File: config.mk
export PLATFORM = sky130hd
export DESIGN_NAME = framed_rx
export DESIGN_NICKNAME = d
export VERILOG_FILES = /design/src/rtl/framed_rx_pkg.sv /design/src/rtl/rx_sync.sv /design/src/rtl/rx_edge.sv /design/src/rtl/rx_shift.sv /design/src/rtl/framed_rx.sv
export SDC_FILE = /design/constraint.sdc
export NUM_CORES = 1
export LEC_CHECK = 0
export ABC_CLOCK_PERIOD_IN_PS = 2250
export BUFFER_PORTS_ARGS = -buffer_cell sky130_fd_sc_hd__buf_2
export CORE_AREA = 2 2 88 90
export CTS_CLUSTER_DIAMETER = 30
export DETAILED_ROUTE_END_ITERATION = 7
export DIE_AREA = 0 0 90 92
export PLACE_DENSITY_LB_ADDON = 0.12
export SLEW_MARGIN = 5
export SYNTH_ARGS = -nofsm -noshare
export SYNTH_HDL_FRONTEND = slang
export SYNTH_SLANG_ARGS = --single-unit
File: constraint.sdc
create_clock -name clk_i -period 2.25 [get_ports clk_i]
set_input_delay 0.45 -clock clk_i [delete_from_list [all_inputs] [get_ports clk_i]]
set_output_delay 0.45 -clock clk_i [all_outputs]
set_load 0.02 [all_outputs]
File: src/rtl/framed_rx_pkg.sv
package framed_rx_pkg;
  typedef enum logic [1:0] {
    ST_IDLE  = 2'd0,
    ST_ARMED = 2'd1,
    ST_SHIFT = 2'd2
  } rx_state_e;
endpackage

File: src/rtl/rx_sync.sv
module rx_sync #(
  parameter int WIDTH  = 3,
  parameter int STAGES = 2
) (
  input  logic             clk_i,
  input  logic             rst_ni,
  input  logic [WIDTH-1:0] d_i,
  output logic [WIDTH-1:0] q_o
);
  for (genvar g = 0; g < WIDTH; g++) begin : g_bit
    logic [STAGES-1:0] ff_q;
    always_ff @(posedge clk_i or negedge rst_ni) begin
      if (!rst_ni) ff_q <= '0;
      else         ff_q <= {ff_q[STAGES-2:0], d_i[g]};
    end
    assign q_o[g] = ff_q[STAGES-1];
  end
endmodule

File: src/rtl/rx_edge.sv
module rx_edge (
  input  logic clk_i,
  input  logic rst_ni,
  input  logic lvl_i,
  output logic rise_o
);
  logic prev_q;
  always_ff @(posedge clk_i or negedge rst_ni) begin
    if (!rst_ni) prev_q <= 1'b0;
    else         prev_q <= lvl_i;
  end
  assign rise_o = lvl_i & ~prev_q;
endmodule

File: src/rtl/rx_shift.sv
module rx_shift
  import framed_rx_pkg::*;
#(
  parameter int WORD_W = 32
) (
  input  logic              clk_i,
  input  logic              rst_ni,
  input  logic              clr_i,
  input  logic              smp_i,
  input  logic              fs_i,
  input  logic              dat_i,
  input  logic              rd_i,
  output logic [WORD_W-1:0] word_o,
  output logic              valid_o,
  output logic              ready_o,
  output logic              ovr_o
);
  localparam int CNT_W = $clog2(WORD_W + 1);

  rx_state_e         st_q;
  logic [CNT_W-1:0]  cnt_q;
  logic [WORD_W-1:0] sh_q, word_q;
  logic              valid_q, ready_q, ovr_q;
  logic              last_bit, done;

  assign last_bit = (cnt_q == CNT_W'(WORD_W - 1));
  assign done     = smp_i && (st_q == ST_SHIFT) && last_bit;

  always_ff @(posedge clk_i or negedge rst_ni) begin
    if (!rst_ni) begin
      st_q    <= ST_IDLE;
      cnt_q   <= '0;
      sh_q    <= '0;
      word_q  <= '0;
      valid_q <= 1'b0;
    end else if (clr_i) begin
      st_q    <= ST_IDLE;
      cnt_q   <= '0;
      sh_q    <= '0;
      word_q  <= '0;
      valid_q <= 1'b0;
    end else begin
      valid_q <= 1'b0;
      if (smp_i) begin
        case (st_q)
          ST_IDLE:  if (fs_i) st_q <= ST_ARMED;
          ST_ARMED: if (!fs_i) begin  // first edge with frame sync released carries MSB
            sh_q  <= {{(WORD_W-1){1'b0}}, dat_i};
            cnt_q <= CNT_W'(1);
            st_q  <= ST_SHIFT;
          end
          ST_SHIFT: begin
            sh_q  <= {sh_q[WORD_W-2:0], dat_i};
            cnt_q <= cnt_q + CNT_W'(1);
            if (last_bit) begin
              st_q    <= ST_IDLE;
              word_q  <= {sh_q[WORD_W-2:0], dat_i};
              valid_q <= 1'b1;
            end
          end
          default: st_q <= ST_IDLE;
        endcase
      end
    end
  end

  always_ff @(posedge clk_i or negedge rst_ni) begin
    if (!rst_ni) begin
      ready_q <= 1'b0;
      ovr_q   <= 1'b0;
    end else if (clr_i) begin
      ready_q <= 1'b0;
      ovr_q   <= 1'b0;
    end else begin
      if (done)      ready_q <= 1'b1;
      else if (rd_i) ready_q <= 1'b0;
      if (done && ready_q && !rd_i) ovr_q <= 1'b1;
      else if (rd_i)                ovr_q <= 1'b0;
    end
  end

  assign word_o  = word_q;
  assign valid_o = valid_q;
  assign ready_o = ready_q;
  assign ovr_o   = ovr_q;


  valid_pulse_chk: assert property (@(posedge clk_i) disable iff (!rst_ni)
    valid_o |=> !valid_o);

  ready_on_valid_chk: assert property (@(posedge clk_i) disable iff (!rst_ni)
    valid_o |-> ready_o);

  rd_clears_chk: assert property (@(posedge clk_i) disable iff (!rst_ni)
    (rd_i && !done) |=> !ready_o);

  ovr_source_chk: assert property (@(posedge clk_i) disable iff (!rst_ni)
    $rose(ovr_o) |-> valid_o);

  idle_no_shift_chk: assert property (@(posedge clk_i) disable iff (!rst_ni)
    (st_q == ST_IDLE) |=> (st_q != ST_SHIFT));

  rx_clear_chk: assert property (@(posedge clk_i) disable iff (!rst_ni)
    clr_i |=> (!ready_o && !ovr_o && st_q == ST_IDLE));
endmodule

File: src/rtl/framed_rx.sv
module framed_rx #(
  parameter int WORD_W      = 32,
  parameter int SYNC_STAGES = 2
) (
  input  logic              clk_i,
  input  logic              rst_ni,
  input  logic              rx_rst_i,
  input  logic              clk_pol_i,
  input  logic              dat_pol_i,
  input  logic              fs_pol_i,
  input  logic              sclk_i,
  input  logic              sfs_i,
  input  logic              sdat_i,
  input  logic              rd_i,
  output logic [WORD_W-1:0] word_o,
  output logic              valid_o,
  output logic              ready_o,
  output logic              ovr_o
);
  logic [2:0] pin_lvl, pin_s;
  logic       smp;

  // polarity ahead of the sync chain: a flop reset value of 0 is the inactive level
  assign pin_lvl = {sfs_i ^ fs_pol_i, sdat_i ^ dat_pol_i, sclk_i ^ clk_pol_i};

  rx_sync #(.WIDTH(3), .STAGES(SYNC_STAGES)) u_sync (
    .clk_i (clk_i),
    .rst_ni(rst_ni),
    .d_i   (pin_lvl),
    .q_o   (pin_s)
  );

  rx_edge u_edge (
    .clk_i (clk_i),
    .rst_ni(rst_ni),
    .lvl_i (pin_s[0]),
    .rise_o(smp)
  );

  rx_shift #(.WORD_W(WORD_W)) u_shift (
    .clk_i  (clk_i),
    .rst_ni (rst_ni),
    .clr_i  (rx_rst_i),
    .smp_i  (smp),
    .fs_i   (pin_s[2]),
    .dat_i  (pin_s[1]),
    .rd_i   (rd_i),
    .word_o (word_o),
    .valid_o(valid_o),
    .ready_o(ready_o),
    .ovr_o  (ovr_o)
  );
endmodule

==> results.json, run 1 <==
{
  "initial_utilization_pct": 47.8,
  "htreeDepth": 3,
  "yosysSeqAreaShare_pct": 56.9,
  "crit_buf_inv": 0,
  "synthTopCellsByArea": "dfrtp_1 57%, nand2b_1 13%, mux2i_1 9.6%",
  "critPathLaunchType": "flop",
  "met1_usage_pct": 22.3,
  "place_congestion": 0.722,
  "setup_viol": 0,
  "nets": 337,
  "drt_first_pass_iters": 4,
  "drt_wl_total_um": 6250,
  "path_class": "flop to flop",
  "final_area_um2": 4020,
  "cts_tree": "yes",
  "post_drt_wl_per_cell_um": 14.4,
  "cts.sinks": 81,
  "post_cts_buffers": 0,
  "postRouteAntennaNets": 0,
  "p_int_mw": 2.06,
  "viasPerCell": 5.12,
  "track_usage_pct": 16.4,
  "rsz0062_at_grt": "false",
  "grtUsageMet3_pct": 3.20,
  "grt_antenna_before_repair": 0,
  "dr.first_iter.drc_count": 84,
  "finClkSkew_ns": 0.0108,
  "fillerInstances": 677,
  "layout_common_cells": "81 x dfrtp_1, 72 x nand2b_1, 43 x buf_2",
  "final_common_cell": "dfrtp_1",
  "place_hpwl_um": 3820,
  "swShare_pct": 21.8,
  "grt_pass1_wl_um": 11000,
  "diodes": 0,
  "fin_util_pct": 54.0,
  "combPwrFrac_pct": 4.2,
  "port_buffers": 44,
  "grt_max_degree": 78,
  "dieArea_um2": 8280,
  "async_flop_share_pct": 100,
  "cts_buffer_depth": 2,
  "critical-path-top-delay-family": "simple AND/OR/NAND/NOR gates",
  "syn_inst": 285,
  "cp_cell_sequence": "ha_1 > and3_1 > and3_4 > mux2i_1",
  "path_clk_slew_ns": 0.08,
  "grt_pass1_vias": 2302,
  "power_switching_uw": 574,
  "pwr-share-seq_pct": 56.2,
  "ys_ff_latch": 81,
  "use_met2_pct": 26.2,
  "postPlaceCellArea_um2": 3830,
  "synth_edf_count": 0,
  "die_y_um": 92,
  "core_area_um2": 7450,
  "cts_resized": 0,
  "syn-cell-area_um2": 3560,
  "ys_warn_count": 0,
  "required_ns": 2.51,
  "clk_latency_ns": 0.34,
  "critPathMaxStageDelay_ns": 0.58,
  "hold_viol_final": 0,
  "slew_viol_final": 0,
  "gr-total-overflow": 0,
  "fmax_mhz": 551,
  "path_max_fanout": 28,
  "synth.distinct_cells": 37,
  "synth_nets": 296,
  "powerDensity_nw_per_um2": 654,
  "ys.flop_type": "dfrtp_1",
  "hold_path.class": "input pin to async pin",
  "fin_setup_tns_ns": 0,
  "drcViolationCount": 0,
  "crit_slowest_cell": "and3_4",
  "fin_crit_sh_pct": 80.7,
  "numCtsBuffers": 9,
  "relSlewSlack_pct": 61.3,
  "min_period_ns": 1.82,
  "postSynthAreaPerCell_um2": 12.5,
  "synth_top_cell_by_area": "dfrtp_1",
  "gr-max-usage-layer": "met2",
  "synthToLayoutAreaGrowth_pct": 12.9,
  "cap_viol_max_count": 0,
  "io_pins": 45,
  "endpoint_kind": "flop",
  "max_slew.worst_pin.slew_ns": 0.580,
  "vdd_drop_max_v": 0.000360,
  "synth_top_area_share_pct": 56.9,
  "root_buffer": "clkbuf_8",
  "p_leak_nw": 1.83,
  "p_clk_share_pct": 39.6,
  "final_layout_size_suffix_gt1_share_pct": 20.2,
  "critPathArrivalTime_ns": 2.08,
  "vias": 2219,
  "std_cell_rows": 32,
  "status": "complete, no violations",
  "ctsHoldBuffers": 0,
  "die_w_um": 90
}
[per-layer routing]
layer / vias to the layer above / wire length (µm)
met2: 34 / 2860
met3: 8 / 201
li1: 1083 / -
met4: 0 / 92
met5: - / 0
met1: 1094 / 3100
[path summary, 6_finish.rpt]
| check | startpoint | end | slack (ns) | depth (start not counted) |
|---|---|---|---|---|
| max | u_shift.cnt_q[0] | u_shift.word_o[29] | 0.43 | 4 |
| min | rst_ni | u_shift.word_o[16] | 0.08 | 1 |
| max reg2reg | u_shift.cnt_q[0] | u_shift.word_o[29] | 0.43 | 4 |
| min reg2reg | u_sync.g_bit[0].ff_q[0] | u_sync.g_bit[0].ff_q[1] | 0.35 | 0 |
| max in group asynchronous | rst_ni | u_shift.sh_q[29] | 1.60 | 2 |
| min in group clk_i | sfs_i | u_sync.g_bit[2].ff_q[0] | 0.28 | 2 |
[per-stage QoR]
step           std cells  hold slack [ns]  worst slack (ns)  power, mW
5_1_grt              433            0.117             0.276       2.73
3_3_place_gp         417            0.332             0.437       1.62
4_1_cts              433           0.0880             0.400       2.66
2_1_floorplan        285            0.154             0.655       1.56
3_5_place_dp         417            0.338             0.427       1.62
6_report             433           0.0764             0.434       2.63
[cells in the mapped netlist, types with 2 or more instances]
master	instances
a21oi_1	6
a311oi_1	2
and3_1	2
buf_12	2
buf_6	4
clkbuf_1	12
dfrtp_1	81
mux2i_1	34
nand2_1	3
nand2b_1	72
nand3_1	3
nor2_1	5
nor2b_1	4
o2bb2ai_1	30
xor2_1	3
[final cells by class]
class	instances	area (µm²)	area share, %
sequential	81	2030	50.4
clock buffer	13	149	3.70
inverter	1	3.75	0.0933
tap	102	128	3.17
timing repair buffer	49	285	7.09
multi-input combinational	184	1390	34.6
clock inverter	3	40.0	0.995
[registers in the layout, indices dropped and copies added, names as in the netlist]
signal and flops:
u_edge.prev_q 1, u_shift.cnt_q 6, u_shift.ovr_o 1, u_shift.ready_o 1
u_shift.sh_q 31, u_shift.word_o 32, u_shift.st_q 2, u_sync.g_bit.ff_q 6
u_shift.valid_o 1
[logic make-up (layout without fill, tap and decap cells)]
family	after synthesis	in the layout	share of synthesized area [%]
simple gates	100	100	17.6
flops	81	81	56.9
compound gates	46	46	10.7
mux	34	34	9.55
buf+inv	20	66	4.18
xor+xnor	3	3	0.737
fa+ha+maj	1	1	0.351
[power by group through the flow]
stage	Clock, mW	Combinational [mW]	Sequential, mW
final	1.04	0.111	1.48
after global routing	1.12	0.125	1.48
after CTS	1.07	0.114	1.48
after detailed placement	0	0.115	1.51
after global placement	0	0.114	1.51
after floorplan	0	0.0574	1.51
Power figures use the tool's default switching activity.
==> run 2: changes to the inputs <==
Settings changed: ABC_AREA set to 1, ABC_CLOCK_PERIOD_IN_PS 2250 to 1700, CORE_AREA 2 2 88 90 to 2 2 85 87, DIE_AREA 0 0 90 92 to 0 0 87 89.
Clock period 2.25 ns to 1.7 ns, I/O delays scaled along.
==> run 2 against run 1 <==
Core utilization increased by 4.8 points. Total power increased by 60%. Sequential cell count unchanged. Sequential share of layout area increased by 0.89 points. Clock power increased by 60%. Critical path depth increased by 5. Clock skew increased by 0.00072 ns. Via count increased by 9.9%. Routed wire length increased by 7.4%. Synthesized cell count increased by 19%. Non-clock buffer count increased by 9. Largest power group unchanged. Highest routed layer unchanged.
==> results.json, run 2 <==
{
  "finalNonFillerCells": 477,
  "post_drt_wl_per_cell_um": 14.1,
  "die_y_um": 89,
  "postSynthAreaPerCell_um2": 9.83,
  "grt_pass1_wl_um": 11500,
  "final_layout_size_suffix_gt1_share_pct": 23.7,
  "r2r_setup_slack_ns": 0.17,
  "numCtsBuffers": 9,
  "path_clk_slew_ns": 0.08,
  "synth.distinct_cells": 27,
  "grt_pass1_vias": 2315,
  "cts_tree": "yes",
  "hold_path.class": "input pin to flop",
  "min_period_ns": 1.53,
  "yosysSeqAreaShare_pct": 60.7,
  "drt_wl_total_um": 6720,
  "dr.first_iter.drc_count": 167,
  "path_class": "flop to flop",
  "gr-total-overflow": 0,
  "ys_ff_latch": 81,
  "ys_warn_count": 0,
  "diodes": 0,
  "syn_inst": 340,
  "drcViolationCount": 0,
  "viasPerCell": 5.11,
  "postRouteAntennaNets": 0,
  "cts.sinks": 81,
  "final_common_cell": "dfrtp_1",
  "p_total_mw": 4.21,
  "root_buffer": "clkbuf_8",
  "vias": 2438,
  "fmax_mhz": 654,
  "fin_setup_tns_ns": 0,
  "seq_area_um2": 2030,
  "max_slew.worst_pin.slew_ns": 0.373,
  "yosysMostFrequentCell": "dfrtp_1",
  "std_cell_rows": 30,
  "htreeDepth": 3,
  "status": "complete, no violations",
  "initial_utilization_pct": 49.7,
  "required_ns": 1.95,
  "async_flop_share_pct": 100,
  "endpoint_kind": "flop",
  "die_w_um": 87,
  "cap_viol_max_count": 0,
  "io_pins": 45,
  "r2r_end": "u_shift.word_o[14]",
  "rsz0062_at_grt": "false",
  "drt_first_pass_iters": 4,
  "synthTopCellsByArea": "dfrtp_1 61%, nand2_1 6.7%, o21ai_1 6.6%",
  "place_congestion": 0.830,
  "dieArea_um2": 7740,
  "grt_antenna_before_repair": 0,
  "hold_depth": 2,
  "powerDensity_nw_per_um2": 1060,
  "synth_nets": 351,
  "layout_common_cells": "81 x dfrtp_1, 60 x nand2_1, 44 x o21ai_1",
  "hp-start": "sclk_i",
  "core_area_um2": 6720,
  "critPathLaunchType": "flop",
  "fin_util_pct": 58.8,
  "track_usage_pct": 19.1,
  "startpoint": "u_shift.cnt_q[0]",
  "cts_buffer_depth": 2,
  "hold_viol_final": 0,
  "hold_end": "u_sync.g_bit[0].ff_q[0]",
  "multi_input_area_um2": 1040,
  "synth_top_area_share_pct": 60.7,
  "synth_common_cells": "81 x dfrtp_1, 60 x nand2_1, 44 x o21ai_1",
  "synth_top_cell_by_area": "dfrtp_1",
  "reg2reg_depth": 9,
  "vdd_drop_max_v": 0.000454,
  "relSlewSlack_pct": 75.2,
  "nets": 403,
  "r2r-start": "u_shift.cnt_q[0]",
  "placed_cells": 459,
  "clk_latency_ns": 0.34,
  "ys.flop_type": "dfrtp_1",
  "fin_crit_sh_pct": 90.0,
  "setup_viol": 0,
  "place_hpwl_um": 4380,
  "syn-cell-area_um2": 3340,
  "synthToLayoutAreaGrowth_pct": 18.3,
  "slew_viol_final": 0,
  "p_leak_nw": 1.88,
  "port_buffers": 44,
  "path_max_fanout": 7,
  "finClkSkew_ns": 0.0115,
  "largest_register_ffs": 32,
  "fillerInstances": 591,
  "critPathArrivalTime_ns": 1.78,
  "grt_max_degree": 40,
  "synth_edf_count": 0,
  "cts_resized": 0
}
-- run 2: cell types whose count changed after synthesis, sizes merged, moves of 10 or more --
cell,previous run,this run
o21ai,1,70
nand2,3,61
nand2b,72,0
mux2i,34,0
inv,1,41
clkbuf,12,2
o2bb2ai,30,0
nand3,3,41
-- run 2: cell families after synthesis --
kind of cell	synth area share, %
compound gates	12.1
xor+xnor	1.05
fa+ha+maj	0.374
buf+inv	8.20
flops	60.7
simple gates	17.6
-- run 2: worst max-delay path by stage --
stage	endpoint	slack, ns	cells after the start
detailed placement	u_shift.word_o[20]	0.14	9
floorplan	u_shift.word_o[22]	0.26	8
CTS	u_shift.word_o[23]	0.13	9
global placement	u_shift.word_o[28]	0.20	9
finish	u_shift.word_o[14]	0.17	9
global route	u_shift.word_o[22]	0.04	9
-- run 2: power breakdown --
part	total, mW	internal [mW]	switching (mW)
clock network	1.66	0.978	0.680
registers	2.05	1.99	0.0619
logic	0.502	0.158	0.344
total	4.21	3.12	1.09
-- run 2: final cells by class --
class                      instances  share of cell area (%)
clock inverter                     5                    2.63
inverter                          42                    3.99
multi-input combinational        200                    26.3
timing repair buffer              58                    9.94
sequential                        81                    51.3
clock buffer                      11                    3.32
tap                               80                    2.53
-- run 2: repair_timing --
| item | 4_1_cts | 5_1_grt |
|---|---|---|
| setup buffers | 0 | 1 |
| hold endpoints to repair | 25 | 0 |
| endpoints found under the setup margin | 0 | 11 |
| hold buffers | 1 | 0 |
-- run 2: worst max-delay path, stage by stage (launching register included) --
cell and delay, ns:
dfrtp_1 0.41, ha_1 0.24, nand2_1 0.12, nor2_1 0.05, nand2_1 0.07, clkinv_1 0.12
nand3_4 0.13, buf_4 0.16, nand3_1 0.06, o21ai_0 0.09
-- run 2: layer usage --
metal  track usage (%)  wire, µm
met5                 0         0
met4              7.53        95
met3              3.88       207
met2              28.8      3110
met1              27.4      3310
-- run 2: per-stage QoR --
step	setup slack (ns)	hold WS, ns	cell area, µm²
3_3_place_gp	0.201	0.285	3700
3_5_place_dp	0.136	0.288	3700
6_report	0.171	0.170	3950
5_1_grt	0.0366	0.156	3950
2_1_floorplan	0.261	0.0444	3340
4_1_cts	0.126	0.162	3950
